--- src/rtl/nvm_pkg.sv ---
package nvm_pkg;
  localparam int DATA_W = 8;

  typedef enum logic [1:0] {
    REG_PTR  = 2'd0,
    REG_BUF  = 2'd1,
    REG_CTRL = 2'd2,
    REG_KEY  = 2'd3
  } reg_sel_e;

  localparam int CB_RD   = 0;
  localparam int CB_WR   = 1;
  localparam int CB_WREN = 2;
  localparam int CB_DONE = 3;
  localparam int CB_IE   = 4;

  localparam logic [DATA_W-1:0] KEY_FIRST  = 8'h55;
  localparam logic [DATA_W-1:0] KEY_SECOND = 8'hAA;

  typedef enum logic [1:0] {
    UL_IDLE  = 2'd0,
    UL_GOT1  = 2'd1,
    UL_ARMED = 2'd2
  } unlock_st_e;
endpackage

--- src/rtl/nvm_rst_sync.sv ---
module nvm_rst_sync (
  input  logic clk,
  input  logic arst_n,
  output logic rst_n
);
  logic s1_q, s2_q;

  always_ff @(posedge clk or negedge arst_n) begin
    if (!arst_n) begin
      s1_q <= 1'b0;
      s2_q <= 1'b0;
    end else begin
      s1_q <= 1'b1;
      s2_q <= s1_q;
    end
  end

  assign rst_n = s2_q;
endmodule

--- src/rtl/nvm_unlock.sv ---
module nvm_unlock
  import nvm_pkg::*;
#(
  parameter int WINDOW = 8
) (
  input  logic              clk,
  input  logic              rst_n,
  input  logic              key_wr,
  input  logic [DATA_W-1:0] key_val,
  input  logic              ctrl_wr,
  output logic              armed
);
  localparam int CW = $clog2(WINDOW + 1);

  unlock_st_e    st_q, st_n;
  logic [CW-1:0] cnt_q, cnt_n;

  always_comb begin
    st_n  = st_q;
    cnt_n = cnt_q;
    case (st_q)
      UL_IDLE: begin
        if (key_wr && key_val == KEY_FIRST) begin
          st_n  = UL_GOT1;
          cnt_n = CW'(WINDOW);
        end
      end
      UL_GOT1: begin
        cnt_n = cnt_q - 1'b1;
        if (cnt_q == CW'(1))
          st_n = UL_IDLE;
        else if (key_wr)
          st_n = (key_val == KEY_SECOND) ? UL_ARMED : UL_IDLE;
      end
      UL_ARMED: begin
        cnt_n = cnt_q - 1'b1;
        if (key_wr || ctrl_wr || cnt_q == CW'(1))
          st_n = UL_IDLE;
      end
      default: st_n = UL_IDLE;
    endcase
  end

  always_ff @(posedge clk or negedge rst_n) begin
    if (!rst_n) begin
      st_q  <= UL_IDLE;
      cnt_q <= '0;
    end else begin
      st_q  <= st_n;
      cnt_q <= cnt_n;
    end
  end

  assign armed = (st_q == UL_ARMED);
endmodule

--- src/rtl/nvm_prog_timer.sv ---
module nvm_prog_timer #(
  parameter int PROG_CYCLES = 1250000
) (
  input  logic clk,
  input  logic rst_n,
  input  logic start,
  output logic busy,
  output logic done
);
  localparam int PW = $clog2(PROG_CYCLES + 1);

  logic [PW-1:0] cnt_q, cnt_n;
  logic          busy_q, busy_n;
  logic          cnt_en;

  assign done   = busy_q && (cnt_q == '0);
  assign cnt_en = start || busy_q;

  always_comb begin
    busy_n = busy_q;
    cnt_n  = cnt_q;
    if (start) begin
      busy_n = 1'b1;
      cnt_n  = PW'(PROG_CYCLES - 1);
    end else if (done) begin
      busy_n = 1'b0;
    end else if (busy_q) begin
      cnt_n = cnt_q - 1'b1;
    end
  end

  always_ff @(posedge clk or negedge rst_n) begin
    if (!rst_n) begin
      busy_q <= 1'b0;
      cnt_q  <= '0;
    end else if (cnt_en) begin
      busy_q <= busy_n;
      cnt_q  <= cnt_n;
    end
  end

  assign busy = busy_q;
endmodule

--- src/rtl/nvm_array.sv ---
module nvm_array #(
  parameter int ADDR_W = 8,
  parameter int DATA_W = 8
) (
  input  logic              clk,
  input  logic              we,
  input  logic [ADDR_W-1:0] waddr,
  input  logic [DATA_W-1:0] wdata,
  input  logic [ADDR_W-1:0] raddr,
  output logic [DATA_W-1:0] rdata
);
  localparam int DEPTH = 1 << ADDR_W;

  logic [DATA_W-1:0] cells [DEPTH];

  always_ff @(posedge clk) begin
    if (we) cells[waddr] <= wdata;
  end

  assign rdata = cells[raddr];
endmodule

--- src/rtl/nvm_write_ctrl.sv ---
module nvm_write_ctrl
  import nvm_pkg::*;
#(
  parameter int ADDR_W        = 8,
  parameter int PROG_CYCLES   = 1250000,
  parameter int UNLOCK_WINDOW = 8
) (
  input  logic       clk,
  input  logic       arst_n,
  input  logic       bus_sel,
  input  logic       bus_we,
  input  logic [1:0] bus_reg,
  input  logic [7:0] bus_wdata,
  output logic [7:0] bus_rdata,
  output logic       irq
);
  localparam int PAD_W = DATA_W - ADDR_W;

  logic rst_n;
  logic armed, busy, done, start, rd_req;
  logic ptr_wr, buf_wr, ctrl_wr, key_wr;

  logic [ADDR_W-1:0] ptr_q, ptr_n, lat_addr_q, lat_addr_n;
  logic [DATA_W-1:0] buf_q, buf_n, lat_data_q, lat_data_n;
  logic [DATA_W-1:0] arr_rdata;
  logic              wr_en_q, wr_en_n, ie_q, ie_n, flag_q, flag_n;

  nvm_rst_sync u_rst (.clk(clk), .arst_n(arst_n), .rst_n(rst_n));

  assign ptr_wr  = bus_sel && bus_we && (reg_sel_e'(bus_reg) == REG_PTR);
  assign buf_wr  = bus_sel && bus_we && (reg_sel_e'(bus_reg) == REG_BUF);
  assign ctrl_wr = bus_sel && bus_we && (reg_sel_e'(bus_reg) == REG_CTRL);
  assign key_wr  = bus_sel && bus_we && (reg_sel_e'(bus_reg) == REG_KEY);

  nvm_unlock #(.WINDOW(UNLOCK_WINDOW)) u_unlock (
    .clk(clk), .rst_n(rst_n), .key_wr(key_wr), .key_val(bus_wdata),
    .ctrl_wr(ctrl_wr), .armed(armed)
  );

  assign start  = ctrl_wr && bus_wdata[CB_WR] && armed && wr_en_q && !busy;
  assign rd_req = ctrl_wr && bus_wdata[CB_RD] && !busy;

  nvm_prog_timer #(.PROG_CYCLES(PROG_CYCLES)) u_timer (
    .clk(clk), .rst_n(rst_n), .start(start), .busy(busy), .done(done)
  );

  nvm_array #(.ADDR_W(ADDR_W), .DATA_W(DATA_W)) u_array (
    .clk(clk), .we(done), .waddr(lat_addr_q), .wdata(lat_data_q),
    .raddr(ptr_q), .rdata(arr_rdata)
  );

  always_comb begin
    ptr_n      = ptr_wr ? bus_wdata[ADDR_W-1:0] : ptr_q;
    buf_n      = buf_q;
    if (buf_wr)      buf_n = bus_wdata;
    else if (rd_req) buf_n = arr_rdata;
    wr_en_n    = ctrl_wr ? bus_wdata[CB_WREN] : wr_en_q;
    ie_n       = ctrl_wr ? bus_wdata[CB_IE]   : ie_q;
    flag_n     = done || (flag_q && !(ctrl_wr && !bus_wdata[CB_DONE]));
    lat_addr_n = start ? ptr_q : lat_addr_q;
    lat_data_n = start ? buf_q : lat_data_q;
  end

  always_ff @(posedge clk or negedge rst_n) begin
    if (!rst_n) begin
      ptr_q      <= '0;
      buf_q      <= '0;
      wr_en_q    <= 1'b0;
      ie_q       <= 1'b0;
      flag_q     <= 1'b0;
      lat_addr_q <= '0;
      lat_data_q <= '0;
    end else begin
      ptr_q   <= ptr_n;
      buf_q   <= buf_n;
      wr_en_q <= wr_en_n;
      ie_q    <= ie_n;
      flag_q  <= flag_n;
      if (start) begin
        lat_addr_q <= lat_addr_n;
        lat_data_q <= lat_data_n;
      end
    end
  end

  generate
    if (PAD_W > 0) begin : g_pad
      logic [DATA_W-1:0] ptr_rd;
      assign ptr_rd = {{PAD_W{1'b0}}, ptr_q};
      always_comb begin
        case (reg_sel_e'(bus_reg))
          REG_PTR:  bus_rdata = ptr_rd;
          REG_BUF:  bus_rdata = buf_q;
          REG_CTRL: bus_rdata = {3'b000, ie_q, flag_q, wr_en_q, busy, 1'b0};
          default:  bus_rdata = '0;
        endcase
      end
    end else begin : g_nopad
      always_comb begin
        case (reg_sel_e'(bus_reg))
          REG_PTR:  bus_rdata = ptr_q[DATA_W-1:0];
          REG_BUF:  bus_rdata = buf_q;
          REG_CTRL: bus_rdata = {3'b000, ie_q, flag_q, wr_en_q, busy, 1'b0};
          default:  bus_rdata = '0;
        endcase
      end
    end
  endgenerate

  assign irq = flag_q && ie_q;
endmodule

--- config.mk ---
export PLATFORM = sky130hd
export DESIGN_NAME = nvm_write_ctrl
export DESIGN_NICKNAME = d
export VERILOG_FILES = /design/src/rtl/nvm_pkg.sv /design/src/rtl/nvm_rst_sync.sv /design/src/rtl/nvm_unlock.sv /design/src/rtl/nvm_prog_timer.sv /design/src/rtl/nvm_array.sv /design/src/rtl/nvm_write_ctrl.sv
export SDC_FILE = /design/constraint.sdc
export NUM_CORES = 2
export LEC_CHECK = 0
export ABC_CLOCK_PERIOD_IN_PS = 1800
export BUFFER_PORTS_ARGS = -buffer_cell sky130_fd_sc_hd__buf_2
export CAP_MARGIN = 30
export CORE_UTILIZATION = 40
export DETAILED_ROUTE_END_ITERATION = 16
export GPL_TIMING_DRIVEN = 0
export SYNTH_ARGS = -nofsm -noshare
export SYNTH_HDL_FRONTEND = slang
export SYNTH_HIERARCHICAL = 1
export SYNTH_SLANG_ARGS = --single-unit
--- constraint.sdc ---
create_clock -name clk -period 1.8 [get_ports clk]
set_input_delay 0.36 -clock clk [delete_from_list [all_inputs] [get_ports clk]]
set_output_delay 0.36 -clock clk [all_outputs]
set_load 0.02 [all_outputs]
Yosys cells after proc, flatten, opt, wreduce, memory -nomap -nowiden
Memories as Yosys holds them, arrays and structs flattened.
Cells that the tools add are included.

cells by class
  add/sub/neg operators = 2
  reductions and logical operators = 35
  mux-type cells = 18
  eq/ne operators = 12

operators with widths
  cell                   count
  $mux 21                3
  $pmux 8 s3             1
  $logic_not 21->1       1
  $sub 21x1->21 const B  1
  $logic_and 1x1->1      16
  $mux 8                 2
  $mux 2                 5
  $eq 8x7->1 const B     1
  $eq 8x8->1 const B     1
  $pmux 4 s2             1
  $reduce_bool 2->1      4
  $eq 2x2->1 const B     3
  $ne 2x1->1 const B     3
  $pmux 2 s3             1
  $reduce_and 3->1       2
  $eq 2x1->1 const B     2
  $eq 4x1->1 const B     1
  $logic_not 2->1        2
  $logic_or 1x1->1       4
  $mux 1                 4
  $mux 4                 1
  $reduce_and 2->1       2
  $sub 4x1->4 const B    1
  $logic_not 1->1        3
  other kinds (2)        2

storage, ports and cells
  memory bits (writable) = 2048
  memories kept = 1
  output and inout bits = 9
  register bits = 65

memories
  memory         words  width  read ports  clocked after Yosys merged registers in  wr ports  RTL line         source
  u_array.cells  256    8      1           0                                        1         nvm_array.sv:14  logic [DATA_W-1:0] cells [DEPTH];

Longest topological paths before layout
  word-level depth = 8
  mapped depth = 13
  mapped depth without buffers = 8

By module
Netlist, hierarchy kept.

modules (own cells, without submodules)
  module          sequential area each (µm²)  area an instance (µm²)  times used  cells an instance
  nvm_array       61499.0                     79396.1                 1           3725
  nvm_write_ctrl  875.8                       1631.6                  1           122
  nvm_prog_timer  550.5                       1252.5                  1           125
  nvm_unlock      150.1                       500.5                   1           52
  nvm_rst_sync    50.0                        53.8                    1           3

Worst setup path before layout
No wires, ideal clock.

  path type = register to register
  start = register lat_data_q[0]
  end = memory u_array.cells[0][0], data pin
  setup time = 0.803 ns
  period minus slack after synthesis = 3.984 ns
  arrival time = 3.181 ns
  stages on the path, launching flop included = 1
  path buffers = 0
  data required time = 0.997 ns
  setup slack = -2.184 ns
  path through = dfrtp_1

RTL lines
  element                   RTL line              source
  start: declaration        nvm_write_ctrl.sv:24  logic [DATA_W-1:0] buf_q, buf_n, lat_data_q, lat_data_n;
  start signal: assignment  nvm_write_ctrl.sv:81  lat_data_q <= lat_data_n;
  end: declaration          nvm_array.sv:14

Straight into the memory's write port.

Worst setup path after layout
  start = register ptr_q[4]
  end = register buf_q[2]

between the ends
  word-level cells in the longest chain between the ends = 3

ends and longest elaborated chain
  element                   RTL line              source
  start: declaration        nvm_write_ctrl.sv:23  logic [ADDR_W-1:0] ptr_q, ptr_n, lat_addr_q, lat_addr_n;
  start signal: assignment  nvm_write_ctrl.sv:74  ptr_q <= ptr_n;
  $mem_v2 256x8             --
  via arr_rdata[2]          nvm_write_ctrl.sv:25  logic [DATA_W-1:0] arr_rdata;
  $mux 8                    nvm_write_ctrl.sv:56  else if (rd_req) buf_n = arr_rdata;
  $mux 8                    nvm_write_ctrl.sv:55  if (buf_wr) buf_n = bus_wdata;
  end signal: assignment    nvm_write_ctrl.sv:75  buf_q <= buf_n;
  end: declaration          nvm_write_ctrl.sv:24

The timed path passes the listed nets, and every way through them passes these cells. The select of a mux whose other input is x is not followed.
A chain may end at the register's enable or synchronous reset.

==> results.md <==
* Syn avg cell area at 20.6 um^2
* Post-synth EDFFs at 2048
* CTS Buffer Depth at 3
* Worst Tran Pin Value at 1030 ps
* Post-synth top area cell: edfxtp_1
* VDD IR max at 0.979 mV
* Placer congestion estimate at 0.957
* Worst EP required at 2580 ps
* Initial drt markers at 6445
* Pwr/cell area at 1160 nW/um^2
* Vias at 45200
* Worst-path cell chain: buf_6 -> nor2b_4 -> clkbuf_4 -> clkbuf_1 -> buf_8 -> a22oi_1 -> a21oi_2 -> nor4_2 -> nor4_4 -> mux2_4 -> mux2_2
* RSZ-0062 raised after global routing: true
* Detailed Place HPWL at 172 mm
* Max Cap Viol at 0
* Final Slew Violations at 0
* Lkg Pwr at 25.6 nW
* Most common cell in the netlist: edfxtp_1
* Skew-Pair Late Insertion Delay at 850 ps
* Violated checks: negative setup slack
* GR Overflow Total at 0
* Endpoints failing hold at 0
* Synth top area share at 0.742
* Crit path DAT at 4660 ps
* Clock share of power at 0.370
* Largest net degree at the start of global routing at 97
* Root Driver: clkbuf_16
* Mapped Area at 82800 um^2
* Initial Util at 0.404
* Reg clk slew, reported paths at 60 ps
* Nets@finish at 4466
* Buffers added on ports at 21
* # fillers at 16500
* Slew headroom at 0.310
* Setup TNS Final at -2688270 ps
* Library cells used by synthesis at 88
* Skew final at 47.1 ps
* CTS tree: yes
* Overall Global Routing Usage at 0.244
* Die W at 457 um
* Top cells by count, synth: edfxtp_1 (2048), mux4_2 (454), nor2_1 (304), mux2i_1 (143), a22oi_1 (133)
* Yosys reg bits at 2113
* FP Rows at 166
* Sequential Power Share at 0.467
* Post-synthesis sequential area ratio at 0.762
* Final wirelength at 257 mm
* Gate power share at 0.163
* Via-per-instance ratio at 6.18
* First-pass DRT Iterations at 5
* Vias in the first global route at 43500
* Ys flop type: edfxtp_1
* Minimum clock period at 3880 ps
* Core Footprint at 205000 um^2
* YS warnings at 6
* Synth top area cells: edfxtp_1 (74%), mux4_2 (12%), dfrtp_1 (2.0%)
* Final setup violation count at 2322
* Final antenna-violating net count at 0
* Final worst-path cycle share at 2.16
* Total CTS buffers at 212
* Gate Count Post-Synth at 4027
* Area growth, synth to finish at 19.6%
* Share of layout cells above drive strength 1 at 0.340
* FFs w/ async S/R, synth at 0.0308
* CP max stage delay at 720 ps
* Slowest-stage cell, CP: nor4_4
* Die height at 457 um
* DRC at 0
* Clock sinks at 2113
* DIE AREA at 209000 um^2
* P_sw at 31.4 mW
* Wire per inst at 35.1 um
* Num ports at 23
* CP max FO at 10
* Initial antenna violation count at 7
* Internal cell power at 83.3 mW
* F_max at 258 MHz
* DP Area at 88000 um^2
* Setup ws final at -2080 ps
* H-tree depth at 4
* Global-route wire length before repair at 352 mm
* Crit. End Element: flop
* Total power at 115 mW
* Syn nets at 4049
* Setup CP Type: reg -> reg
* Min-Delay Path Class: in -> reg
* Sw Share at 0.274
* Finished Cell Area at 99100 um^2
* Crit start category: flop
* Status: finished with violations
==> cell families after synthesis <==
| family | synth area share |
|---|---|
| XOR/XNOR | 0.000952 |
| AND/OR/NAND/NOR | 0.0333 |
| multiplexers | 0.147 |
| other | 0.0000453 |
| adder cells (fa/ha/maj) | 0.00121 |
| buffers and inverters | 0.0189 |
| AO/OA/AOI/OAI | 0.0371 |
| flip-flops | 0.762 |
==> power groups by stage <==
| stage | combinational (mW) | sequential [mW] | clock [mW] |
|---|---|---|---|
| 2_1_floorplan | 7.98 | 54.5 | 0 |
| 3_3_place_gp | 15.1 | 54.6 | 0 |
| 3_5_place_dp | 15.7 | 54.6 | 0 |
| 4_1_cts | 17.5 | 53.6 | 43.0 |
| 5_1_grt | 18.7 | 53.6 | 44.7 |
| 6_report | 18.7 | 53.6 | 42.5 |
==> area by class of cell <==
type                    count  area [um^2]  area share
multi-input cells        1656        20700       0.209
flip-flops and latches   2113        63200       0.637
diodes                      4         10.0    0.000101
clock inverters           130         1130      0.0114
repair buffers            208         2650      0.0267
clock buffers             259         5510      0.0556
well taps                2688         3360      0.0339
inverters                  15         57.6    0.000581
plain buffers             238         2510      0.0254
==> path summary, 6_finish.rpt <==
| check | start | to | slack, ps | depth (start not counted) |
|---|---|---|---|---|
| worst max register to register | ptr_q[4] | buf_q[2] | -2080 | 11 |
| worst min-delay path | bus_reg[1] | ptr_q[2] | 60 | 3 |
| worst min register to register | u_rst/s1_q | u_rst/rst_n | 360 | 0 |
| min in group asynchronous | arst_n | u_rst/rst_n | 380 | 3 |
| max in group asynchronous | u_rst/rst_n | lat_data_q[7] | 710 | 0 |
| worst max-delay path | ptr_q[4] | buf_q[2] | -2080 | 11 |
==> registers in the layout (all words and copies together), names as in the netlist, 2 cells and up <==
| signal | cells |
|---|---|
| u_timer/cnt_q | 21 |
| lat_addr_q | 8 |
| buf_q | 8 |
| ptr_q | 8 |
| lat_data_q | 8 |
| u_unlock/cnt_q | 4 |
| u_array/cells | 2048 |
| u_unlock/st_q | 2 |
==> per-stage QoR <==
stage,std cells,hold WS (ps),worst slack [ps],utilization
final,7311,63.2,-2080,0.483
after global routing,7308,37.3,-1980,0.483
after CTS,7266,3.94,-1910,0.477
after detailed placement,6821,145,-3870,0.429
after global placement,6736,144,-4600,0.422
after floorplan,4027,64.4,-1510,-
==> cell usage in the layout, fill, tap and decap left out, types with 46 or more instances in the layout <==
cell       instances
buf_8             55
nor2_2            46
buf_4             90
dfrtp_1           52
buf_12            53
clkbuf_1          83
nor2_1            87
edfxtp_1        2048
a22oi_1          119
a21oi_1           76
clkbuf_16        224
nor2_4           172
mux2i_1          139
mux4_2           454
clkinv_1          64
==> routing by layer <==
metal | track usage | share of wire
met2 | 0.370 | 0.46
met5 | 0 | 0.00076
met3 | 0.0602 | 0.11
met4 | 0.110 | 0.050
met1 | 0.333 | 0.38
==> critical path, delay by kind of cell, from the launching register on <==
kind / cells / cell delay, ps
buffers and inverters: 4 / 1210
AND/OR/NAND/NOR: 3 / 1130
flip-flops: 1 / 520
AO/OA/AOI/OAI: 2 / 490
multiplexers: 2 / 420
==> what timing repair did <==
action	in CTS	in global routing
hold endpoints to repair	21	0
setup endpoints to repair	2295	2465
pin swaps	40	43
hold buffers	14	0
cloned	1	0
setup buffers	46	35
resized for setup	677	172
Power figures use the tool's default switching activity.
